`src/rtl/prd_pkg.sv`:
```
// Shared encodings for the prefix remapping decoder.
// Assumes: 4-bit op and mode codes, 2-bit register select.
package prd_pkg;
    typedef enum logic [3:0] {
        OP_LD = 4'd0, OP_CP = 4'd1, OP_ST = 4'd2, OP_DEC = 4'd3,
        OP_INC = 4'd4, OP_XFA = 4'd5, OP_PULL = 4'd6, OP_XFX = 4'd7,
        OP_PASS = 4'd15
    } uop_op_e;

    typedef enum logic [1:0] {
        RG_Y = 2'd0, RG_S = 2'd1, RG_NONE = 2'd3
    } uop_reg_e;

    typedef enum logic [3:0] {
        AM_IMM = 4'd0, AM_ZP = 4'd1, AM_ZPX = 4'd2, AM_ABS = 4'd3,
        AM_IMP = 4'd4, AM_ZPI = 4'd5, AM_ZPXI = 4'd6, AM_ABSI = 4'd7,
        AM_NONE = 4'd15
    } addr_mode_e;

    typedef struct packed {
        uop_op_e    op;
        logic       listed;
        addr_mode_e mode;
        logic       xfer_to_stack;
    } base_dec_t;
endpackage

```
`src/rtl/prd_opcode_table.sv`:
```
// Base opcode lookup: maps one opcode byte to its unprefixed operation
// and addressing mode. Assumes: purely combinational, no prefix knowledge.
module prd_opcode_table
    import prd_pkg::*;
(
    input  logic [7:0] opc,
    output base_dec_t  dec
);
    // Look up the base operation and addressing mode of the opcode.
    always_comb begin
        dec = '{op: OP_PASS, listed: 1'b1, mode: AM_NONE, xfer_to_stack: 1'b0};
        case (opc)
            8'hA0: begin dec.op = OP_LD;   dec.mode = AM_IMM; end
            8'hA4: begin dec.op = OP_LD;   dec.mode = AM_ZP;  end
            8'hB4: begin dec.op = OP_LD;   dec.mode = AM_ZPX; end
            8'hAC: begin dec.op = OP_LD;   dec.mode = AM_ABS; end
            8'hC0: begin dec.op = OP_CP;   dec.mode = AM_IMM; end
            8'hC4: begin dec.op = OP_CP;   dec.mode = AM_ZP;  end
            8'hCC: begin dec.op = OP_CP;   dec.mode = AM_ABS; end
            8'h84: begin dec.op = OP_ST;   dec.mode = AM_ZP;  end
            8'h94: begin dec.op = OP_ST;   dec.mode = AM_ZPX; end
            8'h8C: begin dec.op = OP_ST;   dec.mode = AM_ABS; end
            8'h88: begin dec.op = OP_DEC;  dec.mode = AM_IMP; end
            8'hC8: begin dec.op = OP_INC;  dec.mode = AM_IMP; end
            8'hA8: begin dec.op = OP_XFA;  dec.mode = AM_IMP; end
            8'h7A: begin dec.op = OP_PULL; dec.mode = AM_IMP; end
            8'h9A: begin dec.op = OP_XFX;  dec.mode = AM_IMP; dec.xfer_to_stack = 1'b1; end
            default: dec.listed = 1'b0;
        endcase
    end
endmodule

```
`src/rtl/prd_prefix_track.sv`:
```
// Prefix tracker: recognises the two prefix bytes and holds their flags
// until a base opcode, an interrupt acceptance or a reset clears them.
// Assumes: prefix codes are distinct and are not listed base opcodes.
module prd_prefix_track #(
    parameter logic [7:0] REG_CODE = 8'h03,
    parameter logic [7:0] IND_CODE = 8'h13
) (
    input  logic       clk,
    input  logic       rst_n,
    input  logic       byte_valid,
    input  logic [7:0] byte_in,
    input  logic       irq_ack,
    output logic       is_prefix,
    output logic       reg_q,
    output logic       ind_q
);
    // Classify the incoming byte as a prefix.
    always_comb is_prefix = (byte_in == REG_CODE) || (byte_in == IND_CODE);

    // Hold prefix flags; set on prefix bytes, clear on base opcode or interrupt.
    always_ff @(posedge clk) begin
        if (!rst_n || irq_ack) begin
            reg_q <= 1'b0;
            ind_q <= 1'b0;
        end else if (byte_valid) begin
            if (is_prefix) begin
                if (byte_in == REG_CODE) reg_q <= 1'b1;
                if (byte_in == IND_CODE) ind_q <= 1'b1;
            end else begin
                reg_q <= 1'b0;
                ind_q <= 1'b0;
            end
        end
    end


    pfx_clear_chk: assert property (@(posedge clk) disable iff (!rst_n)
        (byte_valid && !irq_ack && !is_prefix) |=> (!reg_q && !ind_q));

    irq_clear_chk: assert property (@(posedge clk) disable iff (!rst_n)
        irq_ack |=> (!reg_q && !ind_q));

    pfx_hold_chk: assert property (@(posedge clk) disable iff (!rst_n)
        (byte_valid && !irq_ack && is_prefix) |=> (reg_q || ind_q));
endmodule

```
`src/rtl/prd_remap.sv`:
```
// Prefix remapper: applies the prefix flags to a base decode, giving the
// final register, mode, indirection flag, cycle count and illegal flag.
// Assumes: combinational; base costs come from parameters.
module prd_remap
    import prd_pkg::*;
#(
    parameter int CYC_W    = 4,
    parameter int COST_IMM = 2,
    parameter int COST_ZP  = 3,
    parameter int COST_ZPX = 3,
    parameter int COST_ABS = 4,
    parameter int COST_IMP = 1,
    parameter int IND_EXTRA = 2
) (
    input  base_dec_t         dec,
    input  logic              reg_pfx,
    input  logic              ind_pfx,
    output uop_op_e           op,
    output uop_reg_e          rsel,
    output addr_mode_e        mode,
    output logic              ind,
    output logic [CYC_W-1:0]  cycles,
    output logic              illegal
);
    logic             mem_form;
    logic [CYC_W-1:0] base_cost;

    // Decide whether the base mode is a memory form that can take indirection.
    always_comb mem_form = (dec.mode == AM_ZP) || (dec.mode == AM_ZPX) || (dec.mode == AM_ABS);

    // Pick the base cycle cost of the addressing form.
    always_comb begin
        case (dec.mode)
            AM_IMM:  base_cost = CYC_W'(COST_IMM);
            AM_ZP:   base_cost = CYC_W'(COST_ZP);
            AM_ZPX:  base_cost = CYC_W'(COST_ZPX);
            AM_ABS:  base_cost = CYC_W'(COST_ABS);
            AM_IMP:  base_cost = CYC_W'(COST_IMP);
            default: base_cost = '0;
        endcase
    end

    // Apply register override, mode rewrite and cycle accounting.
    always_comb begin
        op      = dec.op;
        illegal = ind_pfx && !reg_pfx && !dec.listed;
        ind     = dec.listed && ind_pfx && mem_form;
        if (!dec.listed)            rsel = RG_NONE;
        else if (dec.xfer_to_stack) rsel = reg_pfx ? RG_Y : RG_S;
        else                        rsel = reg_pfx ? RG_S : RG_Y;
        mode = dec.listed ? dec.mode : AM_NONE;
        if (ind) begin
            case (dec.mode)
                AM_ZP:   mode = AM_ZPI;
                AM_ZPX:  mode = AM_ZPXI;
                default: mode = AM_ABSI;
            endcase
        end
        if (dec.listed)
            cycles = base_cost + CYC_W'(reg_pfx) + CYC_W'(ind_pfx)
                   + (ind ? CYC_W'(IND_EXTRA) : '0);
        else
            cycles = '0;
    end
endmodule

```
`src/rtl/prefix_remap_decoder.sv`:
```
// Top of the prefix remapping decoder: accepts fetched bytes, tracks
// prefixes, and registers one descriptor per accepted base opcode.
// Assumes: one byte per cycle at most; irq_ack wins over a same-cycle byte.
module prefix_remap_decoder
    import prd_pkg::*;
#(
    parameter logic [7:0] REG_PFX_CODE = 8'h03,
    parameter logic [7:0] IND_PFX_CODE = 8'h13,
    parameter int         CYC_W        = 4
) (
    input  logic             clk,
    input  logic             rst_n,
    input  logic             byte_valid,
    input  logic [7:0]       byte_in,
    input  logic             irq_ack,
    output logic             uop_valid,
    output logic [7:0]       uop_byte,
    output logic [3:0]       uop_op,
    output logic [1:0]       uop_reg,
    output logic [3:0]       uop_mode,
    output logic             uop_ind,
    output logic [CYC_W-1:0] uop_cycles,
    output logic             uop_illegal
);
    logic             is_prefix, reg_q, ind_q, fire;
    base_dec_t        dec;
    uop_op_e          n_op;
    uop_reg_e         n_reg;
    addr_mode_e       n_mode;
    logic             n_ind, n_ill;
    logic [CYC_W-1:0] n_cyc;

    prd_prefix_track #(.REG_CODE(REG_PFX_CODE), .IND_CODE(IND_PFX_CODE)) track_i (
        .clk(clk), .rst_n(rst_n), .byte_valid(byte_valid), .byte_in(byte_in),
        .irq_ack(irq_ack), .is_prefix(is_prefix), .reg_q(reg_q), .ind_q(ind_q)
    );

    prd_opcode_table table_i (.opc(byte_in), .dec(dec));

    prd_remap #(.CYC_W(CYC_W)) remap_i (
        .dec(dec), .reg_pfx(reg_q), .ind_pfx(ind_q), .op(n_op), .rsel(n_reg),
        .mode(n_mode), .ind(n_ind), .cycles(n_cyc), .illegal(n_ill)
    );

    // A base opcode is accepted when valid, not a prefix, and no interrupt.
    always_comb fire = byte_valid && !irq_ack && !is_prefix;

    // Register the descriptor; valid pulses for one cycle per accepted opcode.
    always_ff @(posedge clk) begin
        if (!rst_n) begin
            uop_valid   <= 1'b0;
            uop_byte    <= '0;
            uop_op      <= OP_PASS;
            uop_reg     <= RG_NONE;
            uop_mode    <= AM_NONE;
            uop_ind     <= 1'b0;
            uop_cycles  <= '0;
            uop_illegal <= 1'b0;
        end else begin
            uop_valid   <= fire;
            uop_illegal <= fire && n_ill;
            if (fire) begin
                uop_byte   <= byte_in;
                uop_op     <= n_op;
                uop_reg    <= n_reg;
                uop_mode   <= n_mode;
                uop_ind    <= n_ind;
                uop_cycles <= n_cyc;
            end
        end
    end


    valid_source_chk: assert property (@(posedge clk) disable iff (!rst_n)
        uop_valid |-> ($past(byte_valid) && !$past(irq_ack)));

    illegal_pass_chk: assert property (@(posedge clk) disable iff (!rst_n)
        uop_illegal |-> (uop_op == OP_PASS && uop_reg == RG_NONE));

    absi_cost_chk: assert property (@(posedge clk) disable iff (!rst_n)
        (uop_valid && uop_mode == AM_ABSI && uop_reg == RG_S) |-> (uop_cycles == 8));

    ind_mode_chk: assert property (@(posedge clk) disable iff (!rst_n)
        (uop_valid && uop_ind) |-> (uop_mode >= AM_ZPI && uop_mode <= AM_ABSI));
endmodule

```
`config.mk`:
```
export PLATFORM = sky130hd
export DESIGN_NAME = prefix_remap_decoder
export DESIGN_NICKNAME = d
export VERILOG_FILES = /design/src/rtl/prd_pkg.sv /design/src/rtl/prd_opcode_table.sv /design/src/rtl/prd_prefix_track.sv /design/src/rtl/prd_remap.sv /design/src/rtl/prefix_remap_decoder.sv
export SDC_FILE = /design/constraint.sdc
export NUM_CORES = 1
export LEC_CHECK = 0
export BUFFER_PORTS_ARGS = -buffer_cell sky130_fd_sc_hd__buf_2
export CAP_MARGIN = 20
export CORE_UTILIZATION = 56
export CTS_BUF_LIST = sky130_fd_sc_hd__clkbuf_8 sky130_fd_sc_hd__clkbuf_16
export CTS_CLUSTER_SIZE = 20
export DETAILED_ROUTE_END_ITERATION = 7
export PLACE_DENSITY = 0.95
export SLEW_MARGIN = 40
export SYNTH_ARGS = -nofsm -noshare
export SYNTH_HDL_FRONTEND = slang
export SYNTH_SLANG_ARGS = --single-unit
export TNS_END_PERCENT = 50
```
`constraint.sdc`:
```
create_clock -name clk -period 5.4 [get_ports clk]
set_clock_uncertainty 0.1 [all_clocks]
set_input_delay 0.54 -clock clk [delete_from_list [all_inputs] [get_ports clk]]
set_output_delay 0.54 -clock clk [all_outputs]
set_load 0.01 [all_outputs]
```
Yosys cells after proc, flatten, opt, wreduce, memory -nomap -nowiden

Cells that the tools add are included.

$add $sub $neg: 3
Equal/unequal tests: 23
Mux-type cells: 18
Reductions and logical operators: 29

Operators by type and width:

| cell                                          | count |
|---|---|
| == test 8 bit, second input constant          | 14 |
| case mux 4 bit (8 select lines)               | 1 |
| case mux 4 bit (5 select lines)               | 1 |
| OR reduction 15 bit                           | 1 |
| two-way mux 4 bit                             | 3 |
| case mux 3 bit (4 select lines)               | 1 |
| OR reduction 3 bit                            | 4 |
| == test 4 x 2 -> 1 bit, second input constant | 2 |
| == test 8 x 2 -> 1 bit, second input constant | 1 |
| == test 8 x 5 -> 1 bit, second input constant | 1 |
| == test 8 x 7 -> 1 bit, second input constant | 1 |
| two-way mux 1 bit                             | 8 |
| logical AND 1 bit                             | 7 |
| two-way mux 2 bit                             | 3 |
| OR reduction 2 bit                            | 3 |
| logical NOT 1 bit                             | 5 |
| OR reduction 5 bit                            | 1 |
| adder 3 x 1 -> 4 bit                          | 1 |
| adder 4 x 1 -> 4 bit                          | 1 |
| adder 4 bit                                   | 1 |
| == test 4 x 1 -> 1 bit, second input constant | 1 |
| == test 4 x 3 -> 1 bit, second input constant | 1 |
| logical NOT 4 bit                             | 1 |
| logical OR 1 bit                              | 4 |
| 4 further kinds                               | 6 |

Register bits: 27
Input port bits: 12
Output and inout port bits: 25
Word-level logic and storage cells: 83

Logic depth before layout (Yosys ltp)

Gate-level depths: netlist (run 1).

Word-level depth: 10
Gate-level depth with buffers: 12
Mapped depth without buffers: 10

Hierarchy

A second synthesis (run 1) with hierarchy kept.

Cell total of the unflattened synthesis: 205
Area, all modules: 1781.7 um^2

Modules (own cells, without submodules):

| module               | instances | cells an instance | area each (um^2) | sequential area each (um^2) |
|---|---|---|---|---|
| prefix_remap_decoder | 1         | 107               | 1047.3           | 500.5 |
| prd_opcode_table     | 1         | 50                | 361.6            | 0.0 |
| prd_remap            | 1         | 36                | 274.0            | 0.0 |
| prd_prefix_track     | 1         | 12                | 98.8             | 40.0 |

Worst setup path after synthesis (run 1)

No wires, ideal clock.

Path type: input-to-reg
From: input byte_in[6]
To: register uop_cycles[3]
Library setup time: 0.122 ns
Data arrival time: 2.479 ns
Required time: 5.178 ns
Path slack: 2.699 ns
Stages on the path: 11
Buffers on the path: 2
Cell sequence: clkbuf_8 > or3b_4 > a2111oi_4 > a311o_2 > buf_6 > nand2_1 > a21oi_1 > ha_1 > a21o_1 > nand3_1 > a21boi_0

Word-level cells in the longest chain between the ends: 10
Elaborated cells on any way between the ends: 44
Classes of those cells: add/sub (3); eq/ne (21); mux (5); reduce/logical (15)

Ends and longest elaborated chain:

| what                                                                       | line                             | source |
|---|---|---|
| from (decl)                                                                | prefix_remap_decoder.sv:14       | `input logic [7:0] byte_in,` |
| == test 8 bit / == test 8 x 7 -> 1 bit (equally long branches)             | prd_opcode_table.sv:12           | `case (opc)` |
| OR reduction 5 bit (no line) (tied with other cells)                       | -                                |  |
| case mux 4 bit (5 select lines)                                            | prd_opcode_table.sv:12           |  |
| == test 4 x 2 -> 1 bit / == test 4 x 1 -> 1 bit (equally long branches)    | prd_remap.sv:29, prd_remap.sv:33 |  |
| OR reduction 2 bit (no line) / logical OR 1 bit (equally long branches)    | -                                |  |
| case mux 3 bit (4 select lines) / logical OR 1 bit (equally long branches) | prd_remap.sv:33, prd_remap.sv:29 |  |
| adder 3 x 1 -> 4 bit / logical AND 1 bit (equally long branches)           | prd_remap.sv:60, prd_remap.sv:47 |  |
| adder 4 x 1 -> 4 bit / two-way mux 2 bit (equally long branches)           | prd_remap.sv:60, prd_remap.sv:61 |  |
| adder 4 bit                                                                | prd_remap.sv:61                  | `+ (ind ? CYC_W'(IND_EXTRA) : '0);` |
| two-way mux 4 bit                                                          | prd_remap.sv:59                  | `if (dec.listed)` |
| to (signal assigned)                                                       | prefix_remap_decoder.sv:68       | `uop_cycles <= n_cyc;` |
| to (decl)                                                                  | prefix_remap_decoder.sv:22       | `output logic [CYC_W-1:0] uop_cycles,` |

Parallel ways exist; a longest one is shown, timed or not.
A chain may end at the register's enable or synchronous reset.

Worst setup path in the final report (run 1)

From: input byte_in[5]
To: register uop_cycles[3]

The elaborated chain is that of the path after synthesis.

==> run_results.csv, run 1 <==
group,metric,value,unit
status,outcome,"finished, final reports clean",
synth,avgSynthCellArea,8.766,sq um
layout,final_layout_size_suffix_gt1_share,24.74,%
layout,antenna_cells,0,
layout,multiInputGateArea,794.5,sq um
grt,grt_pass1_wl,4988,um
clock_network,cts_tree,"yes",
sta,tns,0,ps
layout,regArea,540.5,sq um
floorplanning,start_util,59.09,%
layout,synthToLayoutAreaGrowth,9.744,%
synth,syn_inst,167,
routing,vias,1288,
floorplanning,fp.dieArea,0.002823,sq mm
synth,syn_area,0.001464,sq mm
power_and_ir_drop,p_leak,0.6670,nW
power_and_ir_drop,ir_worst_vdd,0.1833,mV
synth,async_flop_share,0,%
synth,synth_fp_nets,183,
clock_network,post_cts_buffers,0,
routing,drc_errors,0,
worst_setup_path,critPathKind,"in2reg",
power_and_ir_drop,combinationalPowerShare,13.8,%
clock_network,clkSinkCount,27,
worst_setup_path,crit_fanout,11,
power_and_ir_drop,intPower,0.2761,mW
routing,detail_route.first_pass.iterations,4,
layout,largest_reg_flops,8,
sta,min_period,2646,ps
worst_setup_path,reg2reg_from,"track_i.ind_q",
routing,routed_wl,2972,um
clock_network,cts_root_buffer,"clkbuf_8",
synth,yosys-top-cells-area,"dfxtp_1, nand2_1, a21boi_0, clkbuf_8, a21oi_1",
grt,antenna_found_initial,0,
grt,grt_usage,24.23,%
power_and_ir_drop,power.density,232.4,mW/mm^2
clock_network,cts_made_buffers,3,
sta,drv_slew,0,
power_and_ir_drop,power.switching,0.09719,mW
grt,grt_pass1_vias,1088,
synth,synth_edf_count,0,
sta,finalHoldViolCount,0,
worst_setup_path,crit_required,5460,ps
power_and_ir_drop,power_frac_clock,30.5,%
synth,ys_types,42,
placed_design,gp_congestion,0.9167,
synth,yosys-top-cells-count,"nand2_1, dfxtp_1, a21boi_0, a21oi_1, nor2_1",
power_and_ir_drop,p_seq_share,55.7,%
synth,ys.flop_type,"dfxtp_1",
flow_run,drv_cap,0,
worst_setup_path,arrival,2710,ps
sta,setup_viol,0,
power_and_ir_drop,swShare,26.03,%
synth,synth_top_area_share,36.92,%
layout,num-nets-final,211,
hold_path,hold_class,"reg2reg",
placed_design,io_buffers,36,
floorplanning,die_h,53.13,um
hold_path,hold_start,"uop_op[3]",
clock_network,clk_latency,280,ps
sta,fin_crit_sh,49.00,%
clock_network,clockBufferDepth,2,
routing,viasPerCell,5.750,
synth,yosys_warnings,0,
layout,finalInstanceArea,0.001607,sq mm
layout,fillers,213,
sta,rsz0062_at_grt,"false",
grt,grt_overflow,0,
clock_network,htreeDepth,1,
worst_setup_path,crit_start,"byte_in[5]",
routing,drtIter0Drc,56,
floorplanning,core,0.002477,sq mm
clock_network,postCtsHoldBufs,0,
layout,regMostFlops,"uop_byte",
clock_network,cts.repair.resized,0,
synth,synthMostInstantiatedCell,"nand2_1",
synth,yosysSeqAreaShare,36.92,%
routing,ant_nets,0,
floorplanning,rows,18,
sta,relSlewSlack,57.91,%
floorplanning,chipWidth,53.13,um
grt,grt_max_degree,24,
placed_design,post_dp_cell_area,0.001560,sq mm
routing,wl_per_cell,13.27,um
synth,synth_largest_area_cell,"dfxtp_1",
worst_setup_path,cp-end-kind,"flip-flop",
worst_setup_path,worst_setup_path_start_kind,"input pin",
floorplanning,io_pins,37,
clock_network,clk_pin_slew_worst_paths,80,ps
synth,ys_ff_latch,27,
placed_design,post-dp-hpwl,2071,um
sta,worst_pin_slew,631.3,ps
sta,max_freq,0.3780,GHz
power by group through the flow:
| stage | Clock [mW] | Combinational, mW | Sequential, mW |
|---|---|---|---|
| after floorplan | 0 | 0.0366 | 0.216 |
| after global placement | 0 | 0.0500 | 0.213 |
| after detailed placement | 0 | 0.0505 | 0.213 |
| after CTS | 0.116 | 0.0511 | 0.208 |
| after global routing | 0.123 | 0.0575 | 0.209 |
| final | 0.114 | 0.0514 | 0.208 |
placed cells by master, fill, tap and decap left out, types with 3 or more instances in the layout:
cell | Yosys | routed
a31oi_1 | 5 | 5
nand2b_1 | 3 | 3
dfxtp_1 | 27 | 27
nand2_1 | 34 | 34
a21oi_1 | 10 | 10
a21boi_0 | 10 | 10
clkbuf_8 | 4 | 3
nand3_1 | 8 | 8
o21ai_0 | 3 | 3
nor3b_1 | 5 | 5
nor2_1 | 9 | 9
a21o_1 | 4 | 4
buf_2 | 0 | 36
worst max-delay path: stages:
cell and delay [ps]:
buf_2 150, or3b_4 440, a2111oi_4 320, a311o_2 290, nand2_1 90, a21oi_1 260, ha_1 290, a21o_1 180
nand3_1 60, a21boi_0 80
cell type report:
class / count / area share (%)
clock buffers: 3 / 2.570
clock inverters: 1 / 0.3115
inverters: 2 / 0.4673
multi-input cells: 125 / 49.45
flip-flops and latches: 27 / 33.64
well taps: 30 / 2.336
repair buffers: 36 / 11.21
per-stage QoR:
stage / power, mW / hold slack (ps) / setup WS (ps) / utilization, % / std cells
after global placement: 0.2626 / 331.5 / 2591 / 62.98 / 220
after floorplan: 0.2523 / 378.3 / 2699 / - / 167
after CTS: 0.3752 / 359.7 / 2752 / 64.85 / 224
after detailed placement: 0.2633 / 338.6 / 2529 / 62.98 / 220
after global routing: 0.3895 / 382.7 / 2577 / 64.85 / 224
final: 0.3733 / 355.6 / 2754 / 64.85 / 224
path summary, 6_finish.rpt:
| path | cells past startpoint | slack (ps) | to |
|---|---|---|---|
| setup reg to reg | 6 | 3620 | uop_cycles[3] |
| hold reg to reg | 1 | 360 | uop_op[3] |
| setup / recovery | 10 | 2750 | uop_cycles[3] |
| hold / removal | 1 | 360 | uop_op[3] |
cells by family after synthesis:
| family | synth area share (%) |
|---|---|
| fa+ha+maj | 4.444 |
| simple gates | 26.92 |
| xor+xnor | 1.795 |
| buf+inv | 8.803 |
| flops | 36.92 |
| compound gates | 21.11 |
per-layer routing:
layer / up-vias / GRT usage, % / share of wire [%]
met5: - / 0 / 0
met4: 0 / 10.96 / 2.3
met3: 9 / 4.310 / 7.9
met2: 65 / 36.71 / 45
met1: 583 / 33.10 / 45
li1: 631 / - / -
Note: power is estimated with default switching activity, not from simulation.
==> run 2, diff against run 1 <==
--- a/config.mk
+++ b/config.mk
@@ -7,11 +7,11 @@
 export LEC_CHECK = 0
 export BUFFER_PORTS_ARGS = -buffer_cell sky130_fd_sc_hd__buf_2
 export CAP_MARGIN = 20
-export CORE_UTILIZATION = 56
+export CORE_UTILIZATION = 52
 export CTS_BUF_LIST = sky130_fd_sc_hd__clkbuf_8 sky130_fd_sc_hd__clkbuf_16
 export CTS_CLUSTER_SIZE = 20
 export DETAILED_ROUTE_END_ITERATION = 7
-export PLACE_DENSITY = 0.95
+export PLACE_DENSITY = 0.89
 export SLEW_MARGIN = 40
 export SYNTH_ARGS = -nofsm -noshare
 export SYNTH_HDL_FRONTEND = slang
==> constraint.sdc (replaced) <==
create_clock -name clk -period 2.5 [get_ports clk]
set_clock_uncertainty 0.1 [all_clocks]
set_input_delay 0.25 -clock clk [delete_from_list [all_inputs] [get_ports clk]]
set_output_delay 0.25 -clock clk [all_outputs]
set_load 0.01 [all_outputs]
==> run_results.csv, run 2 (synthesized netlist as in run 1, its figures left out) <==
group,metric,value,unit
routing,detail_route.first_pass.iterations,4,
routing,viasPerCell,5.578,
power_and_ir_drop,intPower,0.6007,mW
clock_network,cts.repair.resized,0,
hold_path,holdPathStages,3,
placed_design,pre_cts_ws,50.55,ps
power_and_ir_drop,combinationalPowerShare,14.6,%
layout,num-nets-final,217,
layout,final_layout_size_suffix_gt1_share,26.50,%
clock_network,cts_root_buffer,"clkbuf_8",
hold_path,hold_class,"in2reg",
sta,setup_ws,338.4,ps
floorplanning,core,0.002567,sq mm
routing,routed_wl,3039,um
sta,max_freq,0.4626,GHz
layout,final_cell_mix,"buf_2, nand2_1, dfxtp_1",
floorplanning,die_h,55.06,um
clock_network,clk_pin_slew_worst_paths,90,ps
floorplanning,io_pins,37,
grt,grt_use_met3,5.191,%
placed_design,post-dp-hpwl,2298,um
worst_setup_path,crit_required,2570,ps
grt,grt_overflow,0,
sta,finalHoldViolCount,0,
grt,grt_pass1_vias,1140,
clock_network,postCtsHoldBufs,0,
power_and_ir_drop,power.switching,0.2110,mW
floorplanning,rows,18,
routing,drtIter0Drc,42,
layout,largest_reg_flops,8,
clock_network,clk_latency,280,ps
status,outcome,"finished, final reports clean",
layout,synthToLayoutAreaGrowth,12.73,%
sta,worst_pin_slew,430.0,ps
power_and_ir_drop,power.density,491.8,mW/mm^2
power_and_ir_drop,p_seq_share,55.4,%
clock_network,post_cts_buffers,0,
hold_path,hold-path-endpoint,"track_i.ind_q",
worst_setup_path,worstReg2RegEnd,"uop_cycles[3]",
floorplanning,start_util,57.02,%
sta,relSlewSlack,71.33,%
clock_network,clkSinkCount,27,
placed_design,io_buffers,36,
clock_network,clockBufferDepth,2,
sta,drv_slew,0,
power_and_ir_drop,ir_worst_vdd,0.5190,mV
worst_setup_path,cp-end-kind,"flip-flop",
layout,layout_commonest_cell,"buf_2",
grt,met2_usage,39.16,%
clock_network,cts_tree,"yes",
grt,use_met1,29.14,%
layout,finish.utilization,64.28,%
floorplanning,chipWidth,55.06,um
power_and_ir_drop,finalPower,0.8116,mW
sta,fin_crit_sh,86.46,%
sta,timing.hold.ws,149.0,ps
grt,top_usage_layer,"met2",
worst_setup_path,r2r_slack,750,ps
worst_setup_path,arrival,2230,ps
layout,antenna_cells,0,
layout,fillers,234,
clock_network,cts_made_buffers,3,
grt,grt_max_degree,24,
worst_setup_path,crit_fanout,10,
grt,grt_pass1_wl,4995,um
worst_setup_path,reg2reg_depth,6,
layout,multiInputGateArea,794.5,sq um
worst_setup_path,reg2reg_from,"track_i.ind_q",
clock_network,htreeDepth,1,
sta,rsz0062_at_grt,"false",
flow_run,drv_cap,0,
sta,tns,0,ps
routing,ant_nets,0,
placed_design,gp_congestion,0.8497,
layout,regArea,540.5,sq um
grt,grt_usage,23.41,%
routing,vias,1283,
sta,min_period,2162,ps
power_and_ir_drop,swShare,25.99,%
power_and_ir_drop,power_frac_clock,30.1,%
worst_setup_path,worst_setup_path_start_kind,"input pin",
sta,setup_viol,0,
routing,drc_errors,0,
routing,wl_per_cell,13.21,um
grt,antenna_found_initial,0,
layout,regMostFlops,"uop_byte",
worst_setup_path,critPathKind,"in2reg",
power_and_ir_drop,p_leak,0.6978,nW
hold_path,hold_start,"byte_valid",
floorplanning,fp.dieArea,0.003032,sq mm
[run 2: worst max-delay path by stage]
stage               start       endpoint  slack [ps]  cells past startpoint
2_1_floorplan  byte_in[6]  uop_cycles[3]          90                     11
3_3_place_gp   byte_in[6]  uop_cycles[3]          80                     10
3_5_place_dp   byte_in[6]  uop_cycles[3]          50                     10
4_1_cts        byte_in[6]  uop_cycles[3]         340                     10
5_1_grt        byte_in[6]  uop_cycles[3]         200                     10
6_report       byte_in[6]  uop_cycles[3]         340                     10
[run 2: through the flow]
stage | cell area (sq um) | cells
finish | 1650 | 230
global route | 1650 | 230
CTS | 1650 | 230
detailed placement | 1605 | 226
global placement | 1605 | 226
floorplan | 1464 | 167
[run 2: power by group through the flow]
| stage | sequential [mW] | clock, mW | combinational (mW) |
|---|---|---|---|
| floorplan | 0.466 | 0 | 0.0790 |
| global placement | 0.459 | 0 | 0.116 |
| detailed placement | 0.460 | 0 | 0.117 |
| global route | 0.452 | 0.262 | 0.131 |
| finish | 0.450 | 0.244 | 0.118 |
| CTS | 0.450 | 0.250 | 0.118 |
[run 2: layer usage]
metal,up-vias,part of all wire [%]
li1,641,-
met5,-,0
met1,599,45
met3,5,5.4
met4,0,1.2
met2,38,48
[run 2: worst max-delay path, cell delays in order]
cell       delay, ps
buf_2            160
or3b_4           420
a2111oi_4        330
a311o_2          180
nand2_1           50
a21oi_1          240
ha_1             280
a21o_1           180
nand3_1           70
a21boi_0          70
[run 2: cell type report]
type / count / share of cell area (%)
clock buffers: 3 / 2.502
well taps: 30 / 2.274
clock inverters: 1 / 0.2274
flip-flops and latches: 27 / 32.75
multi-input cells: 125 / 48.14
inverters: 2 / 0.4549
repair buffers: 42 / 13.65
